--- config.mk ---
export PLATFORM = sky130hd
export DESIGN_NAME = beam_align_ctrl
export DESIGN_NICKNAME = d
export VERILOG_FILES = /design/src/rtl/beam_align_pkg.sv /design/src/rtl/beam_peak_locator.sv /design/src/rtl/beam_dir_decoder.sv /design/src/rtl/beam_elec_reg.sv /design/src/rtl/beam_align_ctrl.sv
export SDC_FILE = /design/constraint.sdc
export NUM_CORES = 1
export LEC_CHECK = 0
export ABC_AREA = 1
export BUFFER_PORTS_ARGS = -buffer_cell sky130_fd_sc_hd__buf_2
export CAP_MARGIN = 20
export CORE_MARGIN = 3
export CORE_UTILIZATION = 61
export CTS_BUF_LIST = sky130_fd_sc_hd__clkbuf_2
export DETAILED_ROUTE_END_ITERATION = 10
export PLACE_DENSITY_LB_ADDON = 0.2
export SETUP_SLACK_MARGIN = 0.4
export SYNTH_ARGS = -nofsm -noshare
export SYNTH_HDL_FRONTEND = slang
export SYNTH_SLANG_ARGS = --single-unit
export TNS_END_PERCENT = 1
--- constraint.sdc ---
create_clock -name clk -period 46 [get_ports clk]
set_input_delay 9.2 -clock clk [delete_from_list [all_inputs] [get_ports clk]]
set_output_delay 9.2 -clock clk [all_outputs]
set_load 0.05 [all_outputs]
--- src/rtl/beam_align_pkg.sv ---
package beam_align_pkg;

   localparam int GRID_N   = 3;
   localparam int CELLS    = GRID_N * GRID_N;
   localparam int CENTRE   = CELLS / 2;
   localparam int IDX_W    = $clog2(CELLS);
   localparam int N_ELEC   = 4;

   typedef enum logic [2:0] {
      MOVE_NONE,
      MOVE_POS_X,
      MOVE_NEG_X,
      MOVE_POS_Y,
      MOVE_NEG_Y
   } move_e;

   // bit n-1 selects electrode n
   function automatic logic [N_ELEC-1:0] move_mask(move_e m);
      case (m)
         MOVE_POS_X: return 4'b0011;
         MOVE_NEG_X: return 4'b1100;
         MOVE_POS_Y: return 4'b0110;
         MOVE_NEG_Y: return 4'b1001;
         default:    return 4'b0000;
      endcase
   endfunction

endpackage

--- src/rtl/beam_peak_locator.sv ---
module beam_peak_locator
   import beam_align_pkg::*;
#(
   parameter int SAMPLE_W = 12
) (
   input  logic [CELLS*SAMPLE_W-1:0] samples,
   output logic [IDX_W-1:0]          peak_idx,
   output logic [SAMPLE_W-1:0]       peak_val
);

   logic [SAMPLE_W-1:0] run_v [CELLS];
   logic [IDX_W-1:0]    run_i [CELLS];

   assign run_v[0] = samples[0 +: SAMPLE_W];
   assign run_i[0] = '0;

   // strict compare keeps the earlier index on a tie
   for (genvar g = 1; g < CELLS; g++) begin : g_chain
      logic [SAMPLE_W-1:0] cur;
      assign cur      = samples[g*SAMPLE_W +: SAMPLE_W];
      assign run_v[g] = (cur > run_v[g-1]) ? cur : run_v[g-1];
      assign run_i[g] = (cur > run_v[g-1]) ? IDX_W'(g) : run_i[g-1];
   end

   assign peak_idx = run_i[CELLS-1];
   assign peak_val = run_v[CELLS-1];

   always_comb begin
      for (int i = 0; i < CELLS; i++) begin
         assert_peak_max_R3: assert (peak_val >= samples[i*SAMPLE_W +: SAMPLE_W])
            else $error("peak value below sample %0d", i);
      end
   end

endmodule

--- src/rtl/beam_dir_decoder.sv ---
module beam_dir_decoder
   import beam_align_pkg::*;
(
   input  logic [IDX_W-1:0]  peak_idx,
   input  logic              go,
   output move_e             move,
   output logic [N_ELEC-1:0] mask
);

   always_comb begin
      move = MOVE_NONE;
      if (go) begin
         // x axis first: any non-middle column is a horizontal move
         case (peak_idx)
            4'd0, 4'd3, 4'd6: move = MOVE_POS_X;
            4'd2, 4'd5, 4'd8: move = MOVE_NEG_X;
            4'd1:             move = MOVE_POS_Y;
            4'd7:             move = MOVE_NEG_Y;
            default:          move = MOVE_NONE;
         endcase
      end
   end

   assign mask = move_mask(move);

   always_comb begin
      assert_pair_only_R4: assert ($countones(mask) == 0 || $countones(mask) == 2)
         else $error("electrode mask not a pair");
   end

endmodule

--- src/rtl/beam_elec_reg.sv ---
module beam_elec_reg #(
   parameter int CODE_W = 12
) (
   input  logic              clk,
   input  logic              rst,
   input  logic              bump,
   input  logic [CODE_W-1:0] step,
   output logic [CODE_W-1:0] code,
   output logic              clip
);

   localparam logic [CODE_W:0] FULL = {1'b0, {CODE_W{1'b1}}};

   logic [CODE_W:0] sum;

   assign sum  = {1'b0, code} + {1'b0, step};
   assign clip = bump && (sum > FULL);

   always_ff @(posedge clk) begin
      if (rst)
         code <= '0;
      else if (bump)
         code <= (sum > FULL) ? FULL[CODE_W-1:0] : sum[CODE_W-1:0];
   end

   assert_no_decrease_R10: assert property (@(posedge clk) disable iff (rst)
      1'b1 |=> code >= $past(code))
      else $error("electrode code decreased");

   assert_idle_hold_R2: assert property (@(posedge clk) disable iff (rst)
      !bump |=> $stable(code))
      else $error("electrode code moved without a bump");

endmodule

--- src/rtl/beam_align_ctrl.sv ---
module beam_align_ctrl
   import beam_align_pkg::*;
#(
   parameter int SAMPLE_W = 12,
   parameter int CODE_W   = 12
) (
   input  logic                      clk,
   input  logic                      rst,
   input  logic                      smp_valid,
   input  logic [CELLS*SAMPLE_W-1:0] smp_data,
   input  logic [CODE_W-1:0]         step,
   input  logic [SAMPLE_W-1:0]       thresh,
   output logic [N_ELEC*CODE_W-1:0]  elec_code,
   output logic                      aligned,
   output logic                      range_err
);

   if (SAMPLE_W < 2 || SAMPLE_W > 24) begin : g_bad_sample_w
      $error("SAMPLE_W out of supported range");
   end
   if (CODE_W < 2 || CODE_W > 24) begin : g_bad_code_w
      $error("CODE_W out of supported range");
   end

   logic [SAMPLE_W-1:0] centre_pwr;
   logic                meets;
   logic                go;
   logic [IDX_W-1:0]    peak_idx;
   logic [SAMPLE_W-1:0] peak_val;
   move_e               move;
   logic [N_ELEC-1:0]   mask;
   logic [N_ELEC-1:0]   clip;

   assign centre_pwr = smp_data[CENTRE*SAMPLE_W +: SAMPLE_W];
   assign meets      = centre_pwr >= thresh;
   assign go         = smp_valid && !meets;

   beam_peak_locator #(.SAMPLE_W(SAMPLE_W)) peak_i (
      .samples  (smp_data),
      .peak_idx (peak_idx),
      .peak_val (peak_val)
   );

   beam_dir_decoder dir_i (
      .peak_idx (peak_idx),
      .go       (go),
      .move     (move),
      .mask     (mask)
   );

   for (genvar e = 0; e < N_ELEC; e++) begin : g_elec
      beam_elec_reg #(.CODE_W(CODE_W)) reg_i (
         .clk  (clk),
         .rst  (rst),
         .bump (mask[e]),
         .step (step),
         .code (elec_code[e*CODE_W +: CODE_W]),
         .clip (clip[e])
      );
   end

   // reset clears flags; R9: clip is sticky
   always_ff @(posedge clk) begin
      if (rst) begin
         aligned   <= 1'b0;
         range_err <= 1'b0;
      end else begin
         if (smp_valid) aligned <= meets;
         if (|clip)     range_err <= 1'b1;
      end
   end

   assert_aligned_freeze_R7: assert property (@(posedge clk) disable iff (rst)
      smp_valid && centre_pwr >= thresh |=> aligned && $stable(elec_code))
      else $error("step applied while aligned");

   assert_lost_alignment_R8: assert property (@(posedge clk) disable iff (rst)
      smp_valid && centre_pwr < thresh |=> !aligned)
      else $error("aligned held below threshold");

   assert_sticky_err_R9: assert property (@(posedge clk) disable iff (rst)
      range_err |=> range_err)
      else $error("range flag dropped");

   assert_idle_flags_R2: assert property (@(posedge clk) disable iff (rst)
      !smp_valid |=> $stable(aligned) && $stable(elec_code))
      else $error("state moved without valid");

endmodule

======== After elaboration in Yosys (flattened, before gate mapping) ========
Memories as Yosys holds them, arrays and structs flattened.
Cells that the tools add are included.
word-level totals
  bits in registers ....................... 50
  memories ................................ 1
  output and inout port bits .............. 50
  memory bits (read-only) ................. 48
  bits of input ports ..................... 135
  word-level logic and storage cells ...... 56
cells by class
  order comparisons ....................... 13
  equal/unequal tests ..................... 4
  reductions and logical operators ........ 7
  $add $sub $neg .......................... 4
  muxes and demuxes ....................... 21
memories
  name              words  width  rd ports  clocked after memory_dff  wr ports  line                    RTL
  (name not given)  16     3      1         0                         0         beam_dir_decoder.sv:14  case (peak_idx)
operator list
  cell                                                   number
  two-way mux 12 bit                                     11
  > comparator 12 bit                                    8
  adder 12 x 12 -> 13 bit                                4
  > comparator 13 x 12 -> 1 bit (second input constant)  4
  two-way mux 4 bit                                      7
  one-hot mux 4 bit (4 select lines)                     1
  >= comparator 12 bit                                   1
  equality test 3 x 2 -> 1 bit (second input constant)   2
  logical AND 1 bit                                      5
  OR reduction 4 bit                                     1
  equality test 3 x 1 -> 1 bit (second input constant)   1
  equality test 3 bit (second input constant)            1
  two-way mux 3 bit                                      1
  logical NOT 1 bit                                      1
  two-way mux 1 bit                                      1

======== Logic depth before layout (Yosys ltp) ========
Gate-level depths: netlist of run 1.
An unclocked memory read counts as a cell.
  depth after elaboration ................. 22
  depth in mapped cells ................... 112
  gate-level depth less buffers ........... 104

======== Cells and area by module ========
A second synthesis of run 1 with hierarchy kept.
second synthesis, totals
  cell total of the unflattened synthesis .. 1473
  area, all modules ....................... 9071.2 µm²
by module, submodules not included
  module                                seq. area each (µm²)  area an instance (µm²)  times used  cells each
  beam_peak_locator                     0.0                   3756.1                  1           639
  beam_elec_reg at g_elec[0].reg_i ...  240.2                 1168.6                  3           183
  beam_elec_reg at g_elec[2].reg_i      240.2                 1167.4                  1           180
  beam_align_ctrl                       40.0                  426.7                   1           72
  beam_dir_decoder                      0.0                   215.2                   1           33

======== Worst setup path before layout of run 1 ========
Ideal clock, no wire load.
  kind .................................... input port to flip-flop
  start point ............................. in smp_data[11]
  end point ............................... reg g_elec[3].reg_i.code[0]
  path buffers ............................ 9
  data required time ...................... 45.883 ns
  stages on the path ...................... 101
  slack ................................... 25.184 ns
  setup time .............................. 0.117 ns
  arrival time ............................ 20.700 ns
  path through ............................ inv_1 ha_1 nand2_1 inv_2 nand2_2 nor2_2 nand4_2 nand2_2 clkbuf_1 o21ai_0 ha_1 nand2_1 inv_1 nand3_1 nor2_1 nand4_1 nor2_1 nand3_2 [65 not listed] nor2_1 a211oi_1 o21ai_0 o22ai_1 inv_1 nor2_1 inv_1 ha_1 inv_1 nand3_2 nand3_1 nand2_2 nand2_1 nand2_2 nand2_2 buf_6 nor3_1 nor2_1
on the way
  word-level cells in the longest chain between the ends .. 20
  elaborated cells between the ends (all ways) .. 30
  those cells by class .................... order compare (8); eq/ne (4); mux (17); memory (1)
RTL lines
  element                                      line                                              RTL
  from (decl)                                  beam_align_ctrl.sv:10                             input logic [CELLS*SAMPLE_W-1:0] smp_data,
  > comparator 12 bit                          beam_peak_locator.sv:21, beam_peak_locator.sv:22
  two-way mux 12 bit                           beam_peak_locator.sv:21                           assign run_v[g] = (cur > run_v[g-1]) ? cur : run_v[g-1];
  > comparator 12 bit                          beam_peak_locator.sv:21, beam_peak_locator.sv:22
  two-way mux 12 bit                           beam_peak_locator.sv:21
  > comparator 12 bit                          beam_peak_locator.sv:21, beam_peak_locator.sv:22
  two-way mux 12 bit                           beam_peak_locator.sv:21
  > comparator 12 bit                          beam_peak_locator.sv:21, beam_peak_locator.sv:22
  two-way mux 12 bit                           beam_peak_locator.sv:21
  [4 not listed]                               -
  > comparator 12 bit                          beam_peak_locator.sv:21, beam_peak_locator.sv:22
  two-way mux 12 bit                           beam_peak_locator.sv:21
  > comparator 12 bit                          -
  two-way mux 4 bit (*)                        beam_peak_locator.sv:22                           assign run_i[g] = (cur > run_v[g-1]) ? IDX_W'(g) : run_i[g-1];
  memory read (16 x 3 bit) (*)                 -
  two-way mux 3 bit (*)                        beam_dir_decoder.sv:12                            if (go) begin
  equality test 3 bit (tied with other cells)  beam_align_pkg.sv:19                              case (m)
  one-hot mux 4 bit (4 select lines) (*)       beam_align_pkg.sv:19
  to (signal assigned)                         beam_elec_reg.sv:23                               code <= (sum > FULL) ? FULL[CODE_W-1:0] : sum[CODE_W-1:0];
  to (decl)                                    beam_elec_reg.sv:8                                output logic [CODE_W-1:0] code,
Every way passes the cells marked *; elsewhere a longest branch is shown, timed or not.
A chain may end at the register's enable or synchronous reset.

======== Worst setup path after layout of run 1 ========
  start point ............................. in smp_data[9]
  end point ............................... reg g_elec[0].reg_i.code[7]
on the way
  word-level cells in the longest chain between the ends .. 20
  elaborated cells between the ends (all ways) .. 30
  those cells by class .................... order compare (8); eq/ne (4); mux (17); memory (1)
RTL lines
  element                                      line
  > comparator 12 bit                          beam_peak_locator.sv:21, beam_peak_locator.sv:22
  two-way mux 12 bit                           beam_peak_locator.sv:21
  > comparator 12 bit                          beam_peak_locator.sv:21, beam_peak_locator.sv:22
  two-way mux 12 bit                           beam_peak_locator.sv:21
  > comparator 12 bit                          beam_peak_locator.sv:21, beam_peak_locator.sv:22
  two-way mux 12 bit                           beam_peak_locator.sv:21
  > comparator 12 bit                          beam_peak_locator.sv:21, beam_peak_locator.sv:22
  two-way mux 12 bit                           beam_peak_locator.sv:21
  [4 not listed]                               -
  > comparator 12 bit                          beam_peak_locator.sv:21, beam_peak_locator.sv:22
  two-way mux 12 bit                           beam_peak_locator.sv:21
  > comparator 12 bit                          -
  two-way mux 4 bit (*)                        beam_peak_locator.sv:22
  memory read (16 x 3 bit) (*)                 -
  two-way mux 3 bit (*)                        beam_dir_decoder.sv:12
  equality test 3 bit (tied with other cells)  beam_align_pkg.sv:19
  one-hot mux 4 bit (4 select lines) (*)       beam_align_pkg.sv:19
  to (signal assigned)                         beam_elec_reg.sv:23
  to (decl)                                    beam_elec_reg.sv:8
Marks and branches as above.

==> impl_results.md, run 1 <==
- Outcome: completed
- Fin util: between 70% and 80%
- Proportion of layout cells with a drive suffix above 1: between 10% and 20%
- Rel. slew slack: 35.7%
- Reg-to-reg setup timing slack: between 40 and 50 ns
- Crit path launch type: primary input
- CP endpoint kind: register
- Core ar.: ~12000 sq um
- Synth Register Bits: 50
- Max-slew violations: 0
- TritonRoute pass-1 iters: 7
- Number of global-route vias before repair: 7242
- Peak supply drop: around 0.03 mV
- 1st-iter DRT viols: between 400 and 500
- R2R Path Start: g_elec[0].reg_i.code[0]
- Gpl congestion: between 0.8 and 0.9
- ANT nets after route: 0
- Final worst path period need: 22.16 ns
- CTS tree: built
- First-pass GRT wire length: 31400 um
- R2R depth: 17
- Initial Util: a little under two thirds
- Final hold violation count: 0
- Insertion delay to the later sink of the worst-skew pair: around 0.46 ns
- Final HPWL DP: between 15000 and 20000 um
- Syn Nets: ~1400
- Layout Nets: 1600
- Hold WC Path Type: reg2reg
- # IOs: 185
- Vias: 7960
- Hold buffers post-CTS: 0
- Final std cells w/o fill: 1453
- Crit share post-route: between 40% and 50%
- Setup TNS Final: 0 ns
- Commonest non-fill, non-tap cell in the layout: nand2_1
- Die Wd: between 100 and 150 um
- Leak Pwr: 4.80 nW
- Top post-synthesis cells by area: ha_1 (26%), dfxtp_1 (13%), nand2_1 (13%)
- PwrDens: roughly 66 nW/um^2
- Highest-delay cell along the critical path: a21boi_4
- Total wire length: 19000 um
- Post-CTS Setup Bufs: 0
- Hold path depth: 2
- Setup violations, final: 0
- Commonest cells after routing, fill and taps aside: nand2_1 (249), buf_2 (184), ha_1 (153)
- Kind of critical path: in2reg
- I/O Buffers: 184
- CP max stage delay: 0.49 ns
- RSZ-0062 raised after global routing: false
- Register area share after synthesis: 13.4%
- Die Height: around 120 um
- GR Overflow Total: 0
- Final Skew: roughly 0.023 ns
- Largest net degree at the start of global routing: 32
- Post-synthesis cell count: between 1000 and 1500
- Post-synth cell types: 41
- Worst Max-Slew Pin Slew: ~0.96 ns
- Area delta synth->final: 13.6%
- # rows: 39
- Mapped Avg Cell Area: between 6 and 7 sq um
- Synth area leader: ha_1
- # placed instances: 1444
- Die Area: 13600 sq um
- Clk sinks: 50
- RR Endpoint: g_elec[0].reg_i.code[9]
- Ys Warns: 0
- DR vias/cell: roughly 5.5
- Worst-path clk slew: 0.25 ns
- Initial antenna violation count: 3
- Synth Cell Area: between 7000 and 8000 sq um
- F_max: ~45 MHz
- Worst Hold End: g_elec[3].reg_i.code[9]
- Hold Startpoint: g_elec[3].reg_i.code[9]
- Max-cap violations: 0
- Root Buffer: clkbuf_2
- Post-DR wirelength/cell: between 10 and 15 um
- Placed cell area: 8430 sq um
- Number of clock buffers inserted by TritonCTS: 5
- Final instance area: 8470 sq um
- Htree depth: 2
- Most frequent CP cell: nor2_1
- Crit path max fanout: 31
- Longest Clk Path Bufs: 2
- # DRC: 0
- Tot GR Track Use: between 20% and 30%
- Synth top area share: around 26%
- Critical Path AT: approximately 23 ns
- Cts repair resizes: 0
- Worst endpoint required time: 46.37 ns
## synthesized netlist by cell type
| master | instances |
|---|---|
| nand4_1 | 19 |
| nand2_1 | 249 |
| nand2_4 | 3 |
| a21oi_1 | 110 |
| o2111ai_1 | 2 |
| o211a_1 | 5 |
| or2_2 | 6 |
| nand3_2 | 6 |
| nand4_2 | 1 |
| and2_1 | 2 |
| nand3b_1 | 2 |
| clkbuf_1 | 16 |
| a21boi_4 | 1 |
| a21oi_4 | 1 |
| nor2_2 | 2 |
| a211oi_1 | 10 |
| o21bai_1 | 16 |
| nor2_1 | 100 |
| fa_1 | 4 |
| nor3_2 | 3 |
| o21ai_0 | 114 |
| xor2_1 | 19 |
| inv_1 | 130 |
| ha_1 | 153 |
| dfxtp_1 | 50 |
| clkinv_1 | 1 |
| o21a_1 | 1 |
| nor3_1 | 6 |
| o211ai_1 | 1 |
| nand3_1 | 42 |
| a31oi_1 | 5 |
| buf_2 | 6 |
| nand2_2 | 23 |
| xnor2_1 | 6 |
| a21o_1 | 6 |
| o21ai_1 | 8 |
| o31ai_1 | 2 |
| inv_2 | 7 |
| buf_6 | 3 |
| o22ai_1 | 1 |
| buf_1 | 1 |
## critical path: cells and delay by family
kind | cells | cell delay [ns]
AO/OA/AOI/OAI | 20 | 4.08
adder cells (fa/ha/maj) | 9 | 2.68
buffers and inverters | 10 | 0.65
AND/OR/NAND/NOR | 53 | 5.86
## logic make-up after synthesis
group | count (synthesis) | synth area share, %
compound gates | 283 | 21.1
buf+inv | 164 | 8.66
xor+xnor | 25 | 2.94
fa+ha+maj | 157 | 26.7
flops | 50 | 13.4
simple gates | 464 | 27.2
## per-stage QoR
stage / setup slack [ns] / power [mW] / hold slack [ns]
finish: 23.84 / 0.561 / 0.504
global route: 21.76 / 0.643 / 0.522
CTS: 23.92 / 0.559 / 0.505
detailed placement: 23.41 / 0.539 / 0.477
global placement: 23.72 / 0.525 / 0.473
floorplan: 25.18 / 0.456 / 0.698
## final cells by class
cell class                 count  area (sq um)
sequential                    50          1000
clock inverter                 3          11.3
fill                        1050          3190
tap                          143           179
antenna                        1          2.50
clock buffer                   5          25.0
multi-input combinational    929          5810
inverter                     138           518
timing repair buffer         184           921
## worst max-delay path by stage
stage,start,end,depth (start not counted)
after global routing,smp_data[9],g_elec[3].reg_i.code[6],92
after CTS,smp_data[9],g_elec[0].reg_i.code[7],92
final,smp_data[9],g_elec[0].reg_i.code[7],92
after floorplan,smp_data[11],g_elec[3].reg_i.code[0],101
after global placement,smp_data[11],g_elec[0].reg_i.code[7],92
after detailed placement,smp_data[9],g_elec[3].reg_i.code[8],94
## per-layer routing
metal | vias up | wire length, um | track usage (%)
met5 | - | 21 | 0
met4 | 4 | 284 | 5.28
met3 | 30 | 1360 | 4.92
met2 | 241 | 8400 | 46.5
met1 | 3489 | 8920 | 37.8
li1 | 4196 | - | -
## power breakdown
part / internal (mW) / total (mW) / switching (mW)
registers: 0.0538 / 0.0607 / 0.00698
logic: 0.162 / 0.482 / 0.320
clock network: 0.00324 / 0.0181 / 0.0149
## registers in the layout (all words and copies together) (netlist names)
| signal | flops |
|---|---|
| g_elec.reg_i.code | 48 |
| aligned | 1 |
| range_err | 1 |
No activity file was read; power rests on OpenSTA's default activity.
==> inputs of run 2 (changes only) <==
--- a/config.mk
+++ b/config.mk
@@ -9,7 +9,7 @@
 export BUFFER_PORTS_ARGS = -buffer_cell sky130_fd_sc_hd__buf_2
 export CAP_MARGIN = 20
 export CORE_MARGIN = 3
-export CORE_UTILIZATION = 61
+export CORE_UTILIZATION = 51
 export CTS_BUF_LIST = sky130_fd_sc_hd__clkbuf_2
 export DETAILED_ROUTE_END_ITERATION = 10
 export PLACE_DENSITY_LB_ADDON = 0.2
==> constraint.sdc (replaced) <==
create_clock -name clk -period 19 [get_ports clk]
set_input_delay 3.8 -clock clk [delete_from_list [all_inputs] [get_ports clk]]
set_output_delay 3.8 -clock clk [all_outputs]
set_load 0.05 [all_outputs]
==> run 2 against run 1 <==
Compared with the run above:
- global-route usage shrank 4.1 points
- critical path depth grew 1
- sequential share of layout area shrank 0.10 points
- count of clock-buffer cells in the layout grew 2
- clock power grew to 3.3 times the previous value
- final cell count grew 2.5%
- wire length grew 1.6%
- critical endpoint is now g_elec[3].reg_i.code[2]
- largest cell class unchanged
==> impl_results.md, run 2 (synthesis results as in run 1) <==
- Fillers: 1413
- Sequential power share: about 11%
- Kind of critical path: in2reg
- Switch Pwr: between 0.8 and 0.9 mW
- Largest regs: g_elec.reg_i.code x48, aligned x1, range_err x1
- Final WS setup: roughly 2.2 ns
- Final hold slack: roughly 0.5 ns
- RSZ-0062 raised after global routing: false
- Largest net degree at the start of global routing: 32
- Crit path max fanout: 31
- Setup WS pre-CTS: about 1.7 ns
- Setup violations, final: 0
- Outcome: completed
- PwrDens: approximately 160 nW/um^2
- Gpl congestion: between 0.9 and 1
- Hold buffers post-CTS: 0
- GR Overflow Total: 0
- Critical Path AT: 17.18 ns
- Proportion of layout cells with a drive suffix above 1: roughly a fifth
- Highest-delay cell along the critical path: nand2_1
- 1st-iter DRT viols: ~350
- Commonest cells after routing, fill and taps aside: nand2_1 (249), buf_2 (184), ha_1 (153)
- Tot GR Track Use: a little under a quarter
- Final worst path period need: 16.78 ns
- Max-cap violations: 0
- Number of clock buffers inserted by TritonCTS: 5
- I/O Buffers: ~180
- Die Wd: between 100 and 150 um
- CP max stage delay: just over 0.4 ns
- DR vias/cell: ~5.3
- Layout Nets: 1600
- CP endpoint kind: register
- Worst endpoint required time: approximately 19 ns
- Initial antenna violation count: 2
- F_max: between 50 and 60 MHz
- Hold WC Path Type: reg2reg
- Htree depth: 2
- Core ar.: around 14000 sq um
- Most frequent CP cell: nor2_1
- # DRC: 0
- Crit path launch type: primary input
- CTS tree: built
- # placed instances: 1481
- Vias: slightly below 8000
- Longest Clk Path Bufs: 2
- Final Skew: 0.0134 ns
- Cts repair resizes: 0
- Rel. slew slack: between 20% and 30%
- Commonest non-fill, non-tap cell in the layout: nand2_1
- Reg with most FFs: g_elec.reg_i.code
- First-pass GRT wire length: around 32000 um
- Root Buffer: clkbuf_2
- Initial Util: between 50% and 60%
- Worst-path clk slew: 0.25 ns
- Setup TNS Final: 0 ns
- ANT nets after route: 0
- Peak supply drop: between 0.08 and 0.09 mV
- Fin util: 60.6%
- Insertion delay to the later sink of the worst-skew pair: between 0.4 and 0.5 ns
- # rows: between 40 and 50
- Final std cells w/o fill: ~1500
- Total wire length: a little under 20000 um
- Clk sinks: 50
- Post-CTS Setup Bufs: 0
- Final HPWL DP: around 16000 um
- Area delta synth->final: 14.6%
- TritonRoute pass-1 iters: 5
- Leak Pwr: 4.82 nW
- Number of global-route vias before repair: between 7000 and 8000
- Post-DR wirelength/cell: roughly 13 um
- Crit share post-route: 88.3%
- Max-slew violations: 0
- Switching share of power: between 60% and 70%
- Final hold violation count: 0
- Worst Max-Slew Pin Slew: approximately 1.1 ns
- Die Height: 127 um
- # IOs: between 150 and 200
- Clock power frac: 4.4%
- Pint: 0.544 mW
- Max reg flops: 48
- Die Area: around 16000 sq um
- Comb pwr share: a little over four fifths
-- run 2: cell type report --
cell class | count | area, sq um | area share [%]
multi-input combinational | 929 | 5810 | 68.0
sequential | 50 | 1000 | 11.7
timing repair buffer | 184 | 921 | 10.8
inverter | 138 | 518 | 6.06
tap | 180 | 225 | 2.64
clock buffer | 7 | 35.0 | 0.410
clock inverter | 1 | 30.0 | 0.351
antenna | 1 | 2.50 | 0.0293
-- run 2: per-stage QoR --
step	power [mW]	instance area (sq um)
floorplan	1.10	7460
global placement	1.28	8480
detailed placement	1.31	8480
CTS	1.37	8540
global route	1.57	8540
finish	1.37	8540
-- run 2: per-layer routing --
layer	share of wire, %	GRT usage, %
met5	0.067	0
met4	2.0	5.17
met3	7.7	6.06
met2	43	38.5
met1	47	31.8
-- run 2: critical path, delay by kind of cell --
kind / cells / cell delay (ns)
fa+ha+maj: 9 / 2.76
buf+inv: 11 / 0.85
simple gates: 54 / 6.13
compound gates: 19 / 3.55
-- run 2: path summary, 6_finish.rpt --
path | from | end | slack [ns] | depth (start not counted)
setup / recovery | smp_data[9] | g_elec[3].reg_i.code[2] | 2.22 | 93
hold / removal | g_elec[3].reg_i.code[9] | g_elec[3].reg_i.code[9] | 0.51 | 2
setup reg to reg | g_elec[2].reg_i.code[0] | range_err | 15.42 | 20
hold reg to reg | g_elec[3].reg_i.code[9] | g_elec[3].reg_i.code[9] | 0.51 | 2
-- run 2: power by group through the flow --
| stage | clock [mW] | sequential [mW] | combinational, mW |
|---|---|---|---|
| after floorplan | 0 | 0.210 | 0.895 |
| after global placement | 0 | 0.149 | 1.13 |
| after detailed placement | 0 | 0.149 | 1.16 |
| after CTS | 0.0619 | 0.147 | 1.16 |
| after global routing | 0.0665 | 0.150 | 1.35 |
| final | 0.0599 | 0.147 | 1.16 |
